## config.mk

```make
export PLATFORM = sky130hd
export DESIGN_NAME = tstamp_latch_bank
export DESIGN_NICKNAME = d
export VERILOG_FILES = /design/src/rtl/tsl_pkg.sv /design/src/rtl/tsl_ctrl.sv /design/src/rtl/tsl_data.sv /design/src/rtl/tstamp_latch_bank.sv
export SDC_FILE = /design/constraint.sdc
export NUM_CORES = 1
export LEC_CHECK = 0
export ABC_AREA = 1
export BUFFER_PORTS_ARGS = -buffer_cell sky130_fd_sc_hd__buf_2
export CAP_MARGIN = 10
export CORE_MARGIN = 2
export CORE_UTILIZATION = 23
export DETAILED_ROUTE_END_ITERATION = 8
export GPL_TIMING_DRIVEN = 0
export PLACE_DENSITY = 0.5
export SLEW_MARGIN = 40
export SYNTH_ARGS = -nofsm -noshare
export SYNTH_HDL_FRONTEND = slang
export SYNTH_HIERARCHICAL = 1
export SYNTH_SLANG_ARGS = --single-unit
```

## constraint.sdc

```tcl
create_clock -name clk -period 1.6 [get_ports clk]
set_clock_uncertainty 0.05 [all_clocks]
set_input_delay 0.4 -clock clk [delete_from_list [all_inputs] [get_ports clk]]
set_output_delay 0.4 -clock clk [all_outputs]
set_load 0.02 [all_outputs]
```

## src/rtl/tsl_pkg.sv

```systemverilog
package tsl_pkg;
  localparam int RX_SLOTS = 4;

  typedef struct packed {
    logic [RX_SLOTS-1:0] rxCapture;
    logic                txCapture;
  } tsl_strobe_t;
endpackage

```

## src/rtl/tsl_ctrl.sv

```systemverilog
module tsl_ctrl
  import tsl_pkg::*;
#(
  parameter int TYPE_W = 4,
  parameter int SEL_W  = 3
) (
  input  logic                   clk,
  input  logic                   rst_n,
  input  logic                   cfgEnable,
  input  logic                   cfgVerV2,
  input  logic                   cfgUdpEn,
  input  logic [(1<<TYPE_W)-1:0] cfgTypeMask,
  input  logic                   cfgTxIntEn,
  input  logic                   rxEvent,
  input  logic                   rxIsV2,
  input  logic                   rxOverUdp,
  input  logic [TYPE_W-1:0]      rxMsgType,
  input  logic                   txEvent,
  input  logic                   rdEn,
  input  logic [SEL_W-1:0]       rdSlot,
  input  logic                   rdHigh,
  output tsl_strobe_t            strb,
  output logic [RX_SLOTS-1:0]    rxOcc,
  output logic                   rxOverflow,
  output logic                   txLocked,
  output logic                   txIrq,
  output logic                   rxIdxValid,
  output logic [$clog2(RX_SLOTS)-1:0] rxIdx
);
  localparam int IDX_W = $clog2(RX_SLOTS);

  logic                verOk, rxQual, anyFree, txRel;
  logic [IDX_W-1:0]    pick;
  logic [RX_SLOTS-1:0] rxRel;

  always_comb begin
    if (cfgVerV2) verOk = rxIsV2 && (!rxOverUdp || cfgUdpEn);
    else          verOk = !rxIsV2 && rxOverUdp && cfgUdpEn;
  end

  assign rxQual  = cfgEnable && rxEvent && cfgTypeMask[rxMsgType] && verOk;
  assign anyFree = |(~rxOcc);

  always_comb begin
    pick = '0;
    for (int i = RX_SLOTS - 1; i >= 0; i--)
      if (!rxOcc[i]) pick = IDX_W'(i);
  end

  always_comb begin
    strb.rxCapture = '0;
    if (rxQual && anyFree) strb.rxCapture[pick] = 1'b1;
    strb.txCapture = cfgEnable && txEvent && !txLocked;
  end

  for (genvar g = 0; g < RX_SLOTS; g++) begin : g_rel
    assign rxRel[g] = rdEn && rdHigh && (rdSlot == SEL_W'(g));
  end
  assign txRel = rdEn && rdHigh && (rdSlot == SEL_W'(RX_SLOTS));

  always_ff @(posedge clk or negedge rst_n) begin
    if (!rst_n) begin
      rxOcc      <= '0;
      rxOverflow <= 1'b0;
      txLocked   <= 1'b0;
      txIrq      <= 1'b0;
      rxIdxValid <= 1'b0;
      rxIdx      <= '0;
    end else begin
      rxOcc      <= (rxOcc & ~rxRel) | strb.rxCapture;
      if (rxQual && !anyFree) rxOverflow <= 1'b1;
      txLocked   <= (txLocked && !txRel) || strb.txCapture;
      if (txRel) txIrq <= 1'b0;
      if (strb.txCapture && cfgTxIntEn) txIrq <= 1'b1;
      rxIdxValid <= |strb.rxCapture;
      rxIdx      <= pick;
    end
  end

  // at most one slot captures per event, always a free one
  p_onehot_alloc_r2: assert property (@(posedge clk) disable iff (!rst_n)
    $onehot0(strb.rxCapture) && ((strb.rxCapture & rxOcc) == '0));
  // full bank never captures; overflow is sticky
  p_full_nocap_r5: assert property (@(posedge clk) disable iff (!rst_n)
    (&rxOcc) |-> (strb.rxCapture == '0));
  p_ovf_sticky_r5: assert property (@(posedge clk) disable iff (!rst_n)
    rxOverflow |=> rxOverflow);
  // a locked transmit slot is not recaptured
  p_tx_locked_r10: assert property (@(posedge clk) disable iff (!rst_n)
    txLocked |-> !strb.txCapture);
  // interrupt rises only with its enable
  p_irq_en_r11: assert property (@(posedge clk) disable iff (!rst_n)
    $rose(txIrq) |-> $past(cfgTxIntEn));
endmodule

```

## src/rtl/tsl_data.sv

```systemverilog
module tsl_data
  import tsl_pkg::*;
#(
  parameter int TIME_W = 64,
  parameter int WORD_W = 32,
  parameter int SEL_W  = 3
) (
  input  logic               clk,
  input  logic               rst_n,
  input  tsl_strobe_t        strb,
  input  logic [TIME_W-1:0]  timeNow,
  input  logic [SEL_W-1:0]   rdSlot,
  input  logic               rdHigh,
  output logic [WORD_W-1:0]  rdData
);
  localparam int IDX_W = $clog2(RX_SLOTS);

  logic [RX_SLOTS-1:0][TIME_W-1:0] rxTime;
  logic [TIME_W-1:0]               txTime, selTime;

  for (genvar g = 0; g < RX_SLOTS; g++) begin : g_slot
    always_ff @(posedge clk or negedge rst_n) begin
      if (!rst_n)                 rxTime[g] <= '0;
      else if (strb.rxCapture[g]) rxTime[g] <= timeNow;
    end
  end

  always_ff @(posedge clk or negedge rst_n) begin
    if (!rst_n)              txTime <= '0;
    else if (strb.txCapture) txTime <= timeNow;
  end

  always_comb begin
    if (rdSlot < SEL_W'(RX_SLOTS)) selTime = rxTime[rdSlot[IDX_W-1:0]];
    else                           selTime = txTime;
    rdData = rdHigh ? selTime[TIME_W-1:WORD_W] : selTime[WORD_W-1:0];
  end

  // stored receive times change only on a capture strobe
  p_rx_hold_r3: assert property (@(posedge clk) disable iff (!rst_n)
    (strb.rxCapture == '0) |=> $stable(rxTime));
  // transmit time changes only on a transmit capture
  p_tx_hold_r10: assert property (@(posedge clk) disable iff (!rst_n)
    !strb.txCapture |=> $stable(txTime));
endmodule

```

## src/rtl/tstamp_latch_bank.sv

```systemverilog
module tstamp_latch_bank
  import tsl_pkg::*;
#(
  parameter int TIME_W = 64,
  parameter int WORD_W = 32,
  parameter int TYPE_W = 4,
  parameter int SEL_W  = 3
) (
  input  logic                        clk,
  input  logic                        rst_n,
  input  logic                        cfgEnable,
  input  logic                        cfgVerV2,
  input  logic                        cfgUdpEn,
  input  logic [(1<<TYPE_W)-1:0]      cfgTypeMask,
  input  logic                        cfgTxIntEn,
  input  logic [TIME_W-1:0]           timeNow,
  input  logic                        rxEvent,
  input  logic                        rxIsV2,
  input  logic                        rxOverUdp,
  input  logic [TYPE_W-1:0]           rxMsgType,
  input  logic                        txEvent,
  input  logic                        rdEn,
  input  logic [SEL_W-1:0]            rdSlot,
  input  logic                        rdHigh,
  output logic [WORD_W-1:0]           rdData,
  output logic [RX_SLOTS-1:0]         rxOcc,
  output logic                        rxOverflow,
  output logic                        txLocked,
  output logic                        txIrq,
  output logic                        rxIdxValid,
  output logic [$clog2(RX_SLOTS)-1:0] rxIdx
);
  tsl_strobe_t strb;

  tsl_ctrl #(.TYPE_W(TYPE_W), .SEL_W(SEL_W)) u_ctrl (
    .clk, .rst_n, .cfgEnable, .cfgVerV2, .cfgUdpEn, .cfgTypeMask, .cfgTxIntEn,
    .rxEvent, .rxIsV2, .rxOverUdp, .rxMsgType, .txEvent,
    .rdEn, .rdSlot, .rdHigh, .strb, .rxOcc, .rxOverflow, .txLocked, .txIrq,
    .rxIdxValid, .rxIdx
  );

  tsl_data #(.TIME_W(TIME_W), .WORD_W(WORD_W), .SEL_W(SEL_W)) u_data (
    .clk, .rst_n, .strb, .timeNow, .rdSlot, .rdHigh, .rdData
  );
endmodule

```

## After elaboration in Yosys (flattened, before gate mapping)

Cells that the tools add are included.

- Flip-flop bits (word level): 330
- Input bits: 99
- Output and inout port bits: 42
- Word-level logic and storage cells: 70

- Magnitude comparators: 5
- Equality and inequality tests: 4
- Mux-type cells: 16
- Bitwise gates (word level): 4
- Reductions and logical operators: 30

Operators by type and width:

| kind | number |
|---|---|
| 64-bit binary-select mux with 2-bit select | 1 |
| 64-bit two-way mux | 2 |
| 32-bit two-way mux | 1 |
| 1-bit logical AND | 19 |
| 2-bit two-way mux | 4 |
| 4-bit inverter | 2 |
| 4-bit OR reduction | 2 |
| 3-bit by 2-bit equality test with 1-bit output (second input constant) | 2 |
| 2-bit by 3-bit less-than comparator with 1-bit output (second input constant) | 2 |
| 1-bit zero test | 5 |
| 4-bit by 5-bit less-than comparator with 1-bit output (second input constant) | 1 |
| 1-bit two-way mux | 5 |
| 4-bit AND | 1 |
| 1-bit binary-select mux with 4-bit select | 1 |
| 4-bit two-way mux | 1 |
| 4-bit bitwise OR | 1 |
| 3-bit by 1-bit equality test with 1-bit output (second input constant) | 1 |
| 3-bit equality test (second input constant) | 1 |
| 3-bit zero test | 1 |
| 3-bit less-than comparator (second input constant) | 1 |
| 1-bit demux with 2-bit select | 1 |
| 2-bit by 1-bit greater-or-equal comparator with 1-bit output (second input constant) | 1 |
| 1-bit logical OR | 2 |
| 2-bit nonzero test | 1 |

## Logic depth before layout (Yosys ltp)

- Word-level depth: 10
- Depth in mapped cells: 13
- Depth with buffers taken out: 10

## Modules after synthesis

The synthesis kept the hierarchy.

Modules (own cells, without submodules):

| module | times used | cells each | area an instance (µm²) |
|---|---|---|---|
| tsl_data | 1 | 1547 | 15102.0 |
| tsl_ctrl | 1 | 112 | 773.2 |

## Worst setup path before layout

Ideal clock, no wire load.

- Path type: input to register
- Start: in rxMsgType[0]
- End: reg u_data/rxTime[131] (netlist bit)
- Setup time: 0.125 ns
- Arrival time: 1.823 ns
- Slack: -0.398 ns
- Stages: 13
- Cells stage by stage: buf_6 inv_8 nand2_2 nand2_1 nand2_1 nand3_2 nand3b_2 nand2_4 nand3_2 inv_1 buf_2 buf_2 mux2_2

RTL lines:

| what | line | source |
|---|---|---|
| start: declaration | tstamp_latch_bank.sv:20 | `input logic [TYPE_W-1:0] rxMsgType,` |
| end signal: indexed assignment | tsl_data.sv:24 | `else if (strb.rxCapture[g]) rxTime[g] <= timeNow;` |
| end: declaration | tsl_data.sv:18 | `logic [RX_SLOTS-1:0][TIME_W-1:0] rxTime;` |

## Worst setup path after layout

- Start: reg u_data/rxTime[185] (netlist bit)
- End: out rdData[25]

- Cells in the longest elaborated chain, start to end: 4

Ends and longest elaborated chain:

| what | line | source |
|---|---|---|
| 64-bit binary-select mux with 2-bit select | tsl_data.sv:34 | `if (rdSlot < SEL_W'(RX_SLOTS)) selTime = rxTime[rdSlot[IDX_W-1:0]];` |
| 64-bit two-way mux (implied by the code) | tsl_data.sv:34 |  |
| 64-bit two-way mux | tsl_data.sv:34 |  |
| 32-bit two-way mux | tsl_data.sv:36 | `rdData = rdHigh ? selTime[TIME_W-1:WORD_W] : selTime[WORD_W-1:0];` |
| end: declaration | tstamp_latch_bank.sv:25 | `output logic [WORD_W-1:0] rdData,` |

No other way between the ends. The select of a mux whose other input is x is not followed.

==> run_results.csv <==
group,metric,value,unit
status,run_status,"complete, but fails checks",
status,violations,"setup timing",
logic_synthesis,synth_edf_count,0,
power,pwr-share-clk,31.2,%
critical_path,cp_max_fo,2,
sta,setup_viol_count_final,277,
power,comb_power_share,28.9,%
floorplan,io_pins,141,
critical_path,cpPeakStageDelay,0.38,ns
critical_path,start_kind,"register",
floorplan,core-area,68500,sq um
global_routing,grt_pass1_vias,13800,
placed_design,portBuffers,139,
logic_synthesis,ys.flop_type,"dfrtp_1",
sta,min_period,2.00,ns
critical_path,cpMaxStageDelayCell,"dfrtp_1",
detailed_routing,drt_iter0_markers,1036,
logic_synthesis,yosysUniqueCellTypes,24,
finish,drive_gt1_share,42.0,%
global_routing,grt_overflow,0,
clock_tree,cts_max_level,2,
clock_tree,cts_tree,"done",
power,p_int,21.0,mW
sta,layout_setup_ws,-0.395,ns
placed_design,place_congestion,0.787,
global_routing,grt_first_pass_wirelength,89100,um
sta,rsz0062_at_grt,"yes",
sta,fmax,0.501,GHz
global_routing,grt.total_usage,16.6,%
critical_path,critPathKind,"register to output port",
logic_synthesis,netlist_area,15900,sq um
floorplan,dieArea,71100,sq um
power,p_total,29.8,mW
placed_design,hpwlAfterDp,35700,um
power,p_leak,11.1,nW
hold_path,holdPathStages,3,
finish,final_util,34.0,%
finish,fillers,6905,
sta,finalHoldViolCount,0,
power,swShare,29.3,%
critical_path,reg2reg_slack,-0.24,ns
clock_tree,ctsLongestPathBuffers,3,
critical_path,critPathCaptureType,"output port",
hold_path,hp-class,"input port to register",
clock_tree,clk_pin_slew,0.06,ns
finish,nNetsFinal,2088,
logic_synthesis,syn_area_per_cell,9.57,sq um
clock_tree,insertion_delay,0.54,ns
detailed_routing,firstDrtPassIters,5,
logic_synthesis,synth_area_leaders,"dfrtp_1 (52%), mux2_2 (18%), nand2_1 (13%), nand3_1 (4.4%), inv_1 (2.2%)",
logic_synthesis,yosysTopAreaCellShare,52.0,%
logic_synthesis,synth-seq-cells,330,
detailed_routing,wirelength,59300,um
power,pwr-share-seq,39.9,%
clock_tree,cts-buffers-inserted,40,
global_routing,grt_max_degree,75,
floorplan,die_w,267,um
detailed_routing,post-route-drc-count,0,
clock_tree,cts.sinks,330,
placed_design,dp_slack,-0.862,ns
logic_synthesis,yosysSeqAreaShare,52.0,%
global_routing,antenna_found_initial,9,
floorplan,num_rows,96,
finish,final_common_cell,"nand2_1",
logic_synthesis,yosysWarnings,6,
critical_path,ff2ff_path_depth,10,
finish,final_cell_mix,"nand2_1 (484), dfrtp_1 (329), mux2_4 (253)",
critical_path,cpMostUsedCell,"nand2_1",
detailed_routing,ant_nets,0,
critical_path,critical_path_required,1.15,ns
logic_synthesis,synthArstFlopShare,100,%
floorplan,die_h,267,um
finish,area_growth,46.5,%
floorplan,initial_core_util,23.2,%
logic_synthesis,synthesis.nets,1758,
logic_synthesis,synthCells,1659,
detailed_routing,vias,13500,
critical_path,path_cells,"nand2_1 > nand3_2 > nand2_1 > nand2_1 > nand2_2 > nand2_2 > buf_6",
sta,final-max-slew-violation-count,0,
power,ir_worst_vdd,704,uV
sta,worst_pin_slew,0.530,ns
power,powerDensity,1280,nW/um^2
clock_tree,cts_root_buf,"clkbuf_16",
logic_synthesis,yosys.area.top_type,"dfrtp_1",
detailed_routing,wl_per_cell,20.4,um
sta,finalCritPeriodShare,125,%
run,max-cap-violations,0,
power,p_switching,8.73,mW
sta,whs,0.0339,ns
detailed_routing,via_per_inst,4.64,
critical_path,cp_data_arrival_time,1.55,ns
sta,relSlewSlack,64.6,%
==> cells in the mapped netlist (11+ instances only) <==
| cell type | count |
|---|---|
| nand2_1 | 570 |
| dfrtp_1 | 330 |
| mux2_2 | 256 |
| nand3_1 | 139 |
| inv_1 | 94 |
| o21ai_0 | 68 |
| a21oi_1 | 65 |
| buf_2 | 41 |
| buf_6 | 25 |
| clkbuf_1 | 23 |
| buf_1 | 11 |
==> flip-flops by register name (all words and copies together), names as in the netlist <==
name               count
u_ctrl/rxIdx           2
u_ctrl/rxIdxValid      1
u_ctrl/rxOcc           4
u_ctrl/rxOverflow      1
u_ctrl/txIrq           1
u_ctrl/txLocked        1
u_data/rxTime        256
u_data/txTime         64
==> final timing paths <==
check / start / endpoint
max: u_data/rxTime[185] / rdData[25]
min: cfgTxIntEn / u_ctrl/txIrq
max reg2reg: u_ctrl/rxOcc[0] / u_data/rxTime[131]
min reg2reg: u_ctrl/rxOverflow / u_ctrl/rxOverflow
max in group asynchronous: rst_n / u_data/rxTime[55]
min in group asynchronous: rst_n / u_data/rxTime[42]
==> layer usage <==
metal,wire length (um),global-route usage (%),up-vias
met5,30,0,-
met4,1730,4.63,6
met3,3530,2.95,106
met2,27700,27.0,418
met1,26300,22.6,6847
li1,-,-,6076
==> cell type report <==
type	count	area, sq um	share of cell area, %
timing repair buffer	295	2890	12.4
multi-input combinational	1127	7960	34.2
buffer	97	1300	5.58
clock buffer	57	1190	5.10
sequential	330	8260	35.5
inverter	98	403	1.73
antenna	3	7.51	0.0323
clock inverter	13	146	0.629
tap	882	1100	4.75
==> repair_timing <==
item | CTS | global route
buffers inserted | 68 | 79
hold buffers | 1 | 0
pin swaps | 113 | 104
gates resized for setup | 531 | 147
hold endpoints to repair | 53 | 0
gates cloned | 27 | 2
endpoints found under the setup margin | 343 | 337
==> critical path: cells and delay by family (launching register included) <==
family                 cells  cell delay, ns
flip-flops                 1            0.38
AND/OR/NAND/NOR            6            0.48
buffers and inverters      1            0.13
==> through the flow <==
step	area, sq um	setup TNS (ns)	cells
after detailed placement	18100	-207.41	2684
after CTS	22800	-53.55	2849
after global placement	18000	-2307.93	2680
final	23300	-39.59	2902
after global routing	23300	-54.08	2902
after floorplan	16200	-69.28	1659
==> cells by family after synthesis <==
logic type | Yosys count | share of synthesized area, %
flops | 330 | 52.0
compound gates | 137 | 4.38
mux | 256 | 18.2
simple gates | 734 | 19.0
buf+inv | 202 | 6.42
==> power groups by stage <==
stage	Combinational, mW	Clock (mW)	Sequential (mW)
final	8.61	9.28	11.9
after detailed placement	5.97	0	11.9
after floorplan	4.12	0	11.7
after CTS	7.72	9.46	11.8
after global routing	9.35	9.80	12.1
after global placement	5.79	0	11.8
No activity file was read; power rests on OpenSTA's default activity.
